==> config.mk <==
export PLATFORM = sky130hd
export DESIGN_NAME = ha_array_adder
export DESIGN_NICKNAME = d
export VERILOG_FILES = /design/src/rtl/ha_adder_pkg.sv /design/src/rtl/ha_valid_pipe.sv /design/src/rtl/ha_row_stage.sv /design/src/rtl/ha_final_stage.sv /design/src/rtl/ha_array_adder.sv
export SDC_FILE = /design/constraint.sdc
export NUM_CORES = 1
export LEC_CHECK = 0
export ABC_AREA = 1
export BUFFER_PORTS_ARGS = -buffer_cell sky130_fd_sc_hd__buf_2
export CORE_MARGIN = 3
export CORE_UTILIZATION = 48
export CTS_CLUSTER_SIZE = 16
export DETAILED_ROUTE_END_ITERATION = 8
export PLACE_DENSITY_LB_ADDON = 0.3
export RECOVER_POWER = 100
export SLEW_MARGIN = 20
export SYNTH_ARGS = -nofsm -noshare
export SYNTH_HDL_FRONTEND = slang
export SYNTH_HIERARCHICAL = 1
export SYNTH_SLANG_ARGS = --single-unit
==> constraint.sdc <==
create_clock -name clk -period 4.3 [get_ports clk]
set_clock_uncertainty 0.2 [all_clocks]
set_input_delay 0.86 -clock clk [delete_from_list [all_inputs] [get_ports clk]]
set_output_delay 0.86 -clock clk [all_outputs]
set_load 0.01 [all_outputs]
==> src/rtl/ha_adder_pkg.sv <==
`timescale 1ns/1ps
package ha_adder_pkg;

    localparam int unsigned DEF_WIDTH          = 16;
    localparam int unsigned DEF_ROWS_PER_STAGE = 2;

    // Register stages needed so that stages * rows covers every carry hop.
    function automatic int unsigned stage_count(input int unsigned width,
                                                input int unsigned rows);
        return (width + rows - 1) / rows;
    endfunction

    // Total half-adder rows evaluated across the whole pipe.
    function automatic int unsigned total_rows(input int unsigned width,
                                               input int unsigned rows);
        return stage_count(width, rows) * rows;
    endfunction

endpackage

==> src/rtl/ha_valid_pipe.sv <==
`timescale 1ns/1ps
module ha_valid_pipe #(
    parameter int unsigned DEPTH = 8
) (
    input  logic clk,
    input  logic rst,
    input  logic v_in,
    output logic v_out
);
    logic [DEPTH-1:0] sr;

    always_ff @(posedge clk) begin
        if (rst) begin
            sr <= '0;
        end else begin
            sr <= (sr << 1) | DEPTH'(v_in);
        end
    end

    assign v_out = sr[DEPTH-1];
endmodule

==> src/rtl/ha_row_stage.sv <==
`timescale 1ns/1ps
// One register stage holding ROWS merged half-adder rows; forwards sum and carry.
module ha_row_stage #(
    parameter int unsigned W    = 17,
    parameter int unsigned ROWS = 2
) (
    input  logic         clk,
    input  logic         rst,
    input  logic [W-1:0] s_in,
    input  logic [W-1:0] c_in,
    output logic [W-1:0] s_q,
    output logic [W-1:0] c_q
);
    logic [W-1:0] s_row [ROWS+1];
    logic [W-1:0] c_row [ROWS+1];

    assign s_row[0] = s_in;
    assign c_row[0] = c_in;

    for (genvar r = 0; r < ROWS; r++) begin : g_row
        assign s_row[r+1] = s_row[r] ^ (c_row[r] << 1);
        assign c_row[r+1] = s_row[r] & (c_row[r] << 1);
    end

    always_ff @(posedge clk) begin
        if (rst) begin
            s_q <= '0;
            c_q <= '0;
        end else begin
            s_q <= s_row[ROWS];
            c_q <= c_row[ROWS];
        end
    end
endmodule

==> src/rtl/ha_final_stage.sv <==
`timescale 1ns/1ps
// Closing stage: its last row only needs the sum, as no carry can remain.
module ha_final_stage #(
    parameter int unsigned W    = 17,
    parameter int unsigned ROWS = 2
) (
    input  logic         clk,
    input  logic         rst,
    input  logic [W-1:0] s_in,
    input  logic [W-1:0] c_in,
    output logic [W-1:0] s_q
);
    logic [W-1:0] s_row [ROWS+1];
    logic [W-1:0] c_row [ROWS];

    assign s_row[0] = s_in;
    assign c_row[0] = c_in;

    for (genvar r = 0; r < ROWS; r++) begin : g_row
        assign s_row[r+1] = s_row[r] ^ (c_row[r] << 1);
        if (r < ROWS - 1) begin : g_cry
            assign c_row[r+1] = s_row[r] & (c_row[r] << 1);
        end
    end

    always_ff @(posedge clk) begin
        if (rst) begin
            s_q <= '0;
        end else begin
            s_q <= s_row[ROWS];
        end
    end
endmodule

==> src/rtl/ha_array_adder.sv <==
`timescale 1ns/1ps
module ha_array_adder
    import ha_adder_pkg::*;
#(
    parameter int unsigned WIDTH = DEF_WIDTH,
    parameter int unsigned ROWS  = DEF_ROWS_PER_STAGE
) (
    input  logic             clk,
    input  logic             rst,
    input  logic             in_valid,
    input  logic [WIDTH-1:0] op_a,
    input  logic [WIDTH-1:0] op_b,
    output logic             out_valid,
    output logic [WIDTH:0]   out_sum
);
    localparam int unsigned SW     = WIDTH + 1;
    localparam int unsigned STAGES = stage_count(WIDTH, ROWS);

    // Inputs of each register stage: running sum and pending carry vector.
    logic [SW-1:0] s_at [STAGES];
    logic [SW-1:0] c_at [STAGES];

    // Entry: bitwise sum and generate vector, widened for the carry out.
    assign s_at[0] = {1'b0, op_a ^ op_b};
    assign c_at[0] = {1'b0, op_a & op_b};

    for (genvar i = 0; i < STAGES - 1; i++) begin : g_stage
        ha_row_stage #(.W(SW), .ROWS(ROWS)) u_stage (
            .clk  (clk),
            .rst  (rst),
            .s_in (s_at[i]),
            .c_in (c_at[i]),
            .s_q  (s_at[i+1]),
            .c_q  (c_at[i+1])
        );
    end

    ha_final_stage #(.W(SW), .ROWS(ROWS)) u_final (
        .clk  (clk),
        .rst  (rst),
        .s_in (s_at[STAGES-1]),
        .c_in (c_at[STAGES-1]),
        .s_q  (out_sum)
    );

    ha_valid_pipe #(.DEPTH(STAGES)) u_vpipe (
        .clk   (clk),
        .rst   (rst),
        .v_in  (in_valid),
        .v_out (out_valid)
    );
endmodule

# Word-level counts from Yosys, hierarchy flattened
# Cells that the tools add are included.
dict set report totals {
  ff_bits 256
  wordCells 50
  input_bits 35
  output_inout_bits 18
}
dict set report op_classes {
  n_bitwise 34
}
# op n
set op_table {}
lappend op_table {{16-bit bitwise AND} 16}
lappend op_table {{17-bit bitwise XOR} 15}
lappend op_table {{16-bit by 17-bit bitwise XOR with 17-bit output} 1}
lappend op_table {{16-bit bitwise XOR} 1}
lappend op_table {{8-bit by 1-bit bitwise OR with 8-bit output} 1}

# Logic depth before layout (Yosys ltp)
dict set report logic_depth {
  word_depth 3
  ltp_mapped 7
  depth_no_buf 7
}

# Cells and area by module
# Netlist, hierarchy kept.
# module cells_each instances area_per_inst_um2 seq_area_each_um2
set modules_own_cells {}
lappend modules_own_cells {ha_row_stage 137 7 1327.5 640.6}
lappend modules_own_cells {ha_final_stage 75 1 780.7 340.3}
lappend modules_own_cells {ha_valid_pipe 25 1 231.5 160.2}
lappend modules_own_cells {ha_array_adder 17 1 203.9 0.0}

# Worst setup path before layout
# No wires, ideal clock.
dict set report synth_path {
  path_kind {input to register}
  startpoint {input op_a[10]}
  endpoint {register g_stage[0].u_stage.s_q[10]}
  setup_ns 0.112
  path_slack_ns 2.235
  required_time_ns 3.988
  n_path_buf 0
  path_stages 5
  arrival_ns 1.753
  cell_sequence {ha_1 ha_1 ha_1 inv_1 nor2_1}
}
# element line
set synth_rtl {}
lappend synth_rtl {{start: declaration} ha_array_adder.sv:11} ;# input logic [WIDTH-1:0] op_a,
lappend synth_rtl {{end signal: assignment} ha_row_stage.sv:30} ;# s_q <= s_row[ROWS];
lappend synth_rtl {{end: declaration} ha_row_stage.sv:11} ;# output logic [W-1:0] s_q,

# Final worst setup path
dict set report layout_path {
  startpoint {input rst}
  endpoint {register g_stage[1].u_stage.s_q[2]}
}
# element line
set layout_rtl {}
lappend layout_rtl {{start: declaration} ha_array_adder.sv:9} ;# input logic rst,
lappend layout_rtl {{end signal: assignment} ha_row_stage.sv:30}
lappend layout_rtl {{end: declaration} ha_row_stage.sv:11}
# No word-level cell between the ends.

==> metrics.yaml <==
floorplan:
  fp.dieW_um: 152.6
  design.core.area_um2: 21090
  standard_cell_row_count: 53
  top_level_i_o_count: 53
  die_height_um: 152.6
  initial_utilization_pct: 48.92
  dieArea_um2: 23290
yosys:
  instance_count_of_the_mapped_netlist: 1055
  synth.avg_cell_area_um2: 9.778
  synth_area_um2: 10320
  synth.yosys.warnings: 6
detailed_routing:
  routedWlPerCell_um: 7.247
  remaining_drc_errors: 0
  total_number_of_vias: 5594
  routed_wl_mm: 10.10
  first_iter_violations: 95
  drt_pass1_iterations: 4
  avgViaCountPerCell: 4.013
  antenna_left: 0
cts:
  clock_path_buffers: 3
  post-cts-setup-buffer-count: 0
  worst_setup_hold_path_clk_slew_ns: 0.06
  root_buffer: "sky130_fd_sc_hd__clkbuf_16"
  holdBufCountCts: 0
  cts-htree-levels: 1
  tritoncts_clock_tree: "built"
  post_cts.resized_instances: 0
  cts.sinks: 242
  cts-buffers-inserted: 24
  clock_latency_ns: 0.50
worst_hold_path:
  hold_path.class: "reg -> reg"
placement:
  port-buffer-count: 52
  placedInstanceArea_um2: 10600
  detailedPlacementHpwl_mm: 6.879
  gp_congestion: 0.6807
  placed_cells_incl_taps: 1353
flow_run:
  cap_violations: 1
grt:
  grt_pass1_vias: 5099
  grt_first_pass_wirelength_mm: 19.98
  antenna_found_initial: 0
  grt.overflow.total: 0
  grt_use_total_pct: 9.501
  pin_count_of_the_biggest_net_entering_global_routing: 143
sta:
  headroom_to_the_max_slew_limit_pct: -24.60
  tns_ns: 0
  fmax_mhz: 368.7
  finalCritPeriodShare_pct: 63.08
  maxSlewViolCount: 101
  final.min_clock_period_ns: 2.712
  actual_slew_at_the_worst_max_slew_pin_ns: 1.869
  rsz0062_at_grt: "no"
  report.final.setup_viol: 0
  hold_violations: 0
layout:
  finish.net_count: 1380
  syn2layout_area_growth_pct: 9.606
  multi_input_comb_area_um2: 4207
  postLayoutCellArea_um2: 11310
  most_common_cell_after_layout_fill_and_taps_aside: "sky130_fd_sc_hd__inv_1"
  final_cell_count_no_fill: 1394
  layout.cells.most_common_list: "sky130_fd_sc_hd__inv_1 (244), sky130_fd_sc_hd__nor2_1 (242), sky130_fd_sc_hd__dfxtp_1 (242)"
  fin_util_pct: 53.62
  final_layout_size_suffix_gt1_share_pct: 6.077
  sequential_cell_area_um2: 4845
  filler_cell_count: 1899
  n_antenna_cell: 0
setup_path:
  crit_path_max_fanout: 142
  startpoint_class_of_the_critical_path: "input port"
  critical_path_class: "in -> reg"
  cp.arrival_ns: 2.87
  cp.required_ns: 4.46
  critical_path.endpoint_type: "flop"
power_and_ir_drop:
  power_per_cell_area_nw_per_um2: 403.1
  static-leakage-power_nw: 5.983
  worst_ir_drop_vdd_mv: 0.2202
status:
  violations: "max-capacitance violations, max-slew violations"
  run_status: "finished, violations left"
==> flip-flops by register name, summed over array words and instances, names as in the netlist <==
name,flops
u_final/s_q,17
g_stage.u_stage/s_q,119
u_vpipe/sr,8
g_stage.u_stage/c_q,98
==> metal layers <==
metal / wire length (um) / GRT usage [%] / vias up
met1: 5021 / 11.47 / 2281
met3: 632 / 2.357 / 21
met4: 269 / 3.691 / 0
met2: 4180 / 16.33 / 79
li1: - / - / 3213
met5: 0 / 0 / -
==> worst max-delay path, cell delays in order <==
cell and delay, ns:
sky130_fd_sc_hd__clkbuf_2 1.29, sky130_fd_sc_hd__buf_12 0.53, sky130_fd_sc_hd__nor2_1 0.11
==> power breakdown <==
| part | total, mW | switching, mW | internal (mW) |
|---|---|---|---|
| logic | 0.290 | 0.163 | 0.127 |
| clock network | 1.91 | 0.760 | 1.15 |
| registers | 2.35 | 0.0249 | 2.33 |
==> cell type report <==
class | instances | share of cell area (%)
Clock inverter | 6 | 0.4869
Clock buffer | 35 | 6.042
Inverter | 244 | 8.100
Tap cell | 275 | 3.043
Multi-Input combinational cell | 539 | 37.20
Timing Repair Buffer | 53 | 2.280
Sequential cell | 242 | 42.85
==> metrics by stage <==
step                setup slack [ns]  power (mW)  hold WS, ns
detailed placement             1.879       2.696       0.1931
finish                         1.588       4.558       0.1988
CTS                            2.292       4.648       0.2014
floorplan                      2.235       2.650       0.1883
global placement               1.917       2.696       0.1905
global route                   1.323       4.814       0.2128
==> worst paths after layout <==
| path | endpoint | from | slack, ns | depth (start not counted) |
|---|---|---|---|---|
| max | g_stage[1].u_stage/s_q[2]$_SDFF_PP0_ | rst | 1.59 | 3 |
| min | g_stage[2].u_stage/s_q[0]$_SDFF_PP0_ | g_stage[1].u_stage/s_q[0]$_SDFF_PP0_ | 0.20 | 2 |
| max reg2reg | g_stage[4].u_stage/s_q[15]$_SDFF_PP0_ | g_stage[3].u_stage/s_q[15]$_SDFF_PP0_ | 2.96 | 4 |
| min reg2reg | g_stage[2].u_stage/s_q[0]$_SDFF_PP0_ | g_stage[1].u_stage/s_q[0]$_SDFF_PP0_ | 0.20 | 2 |
Power figures use the tool's default switching activity.
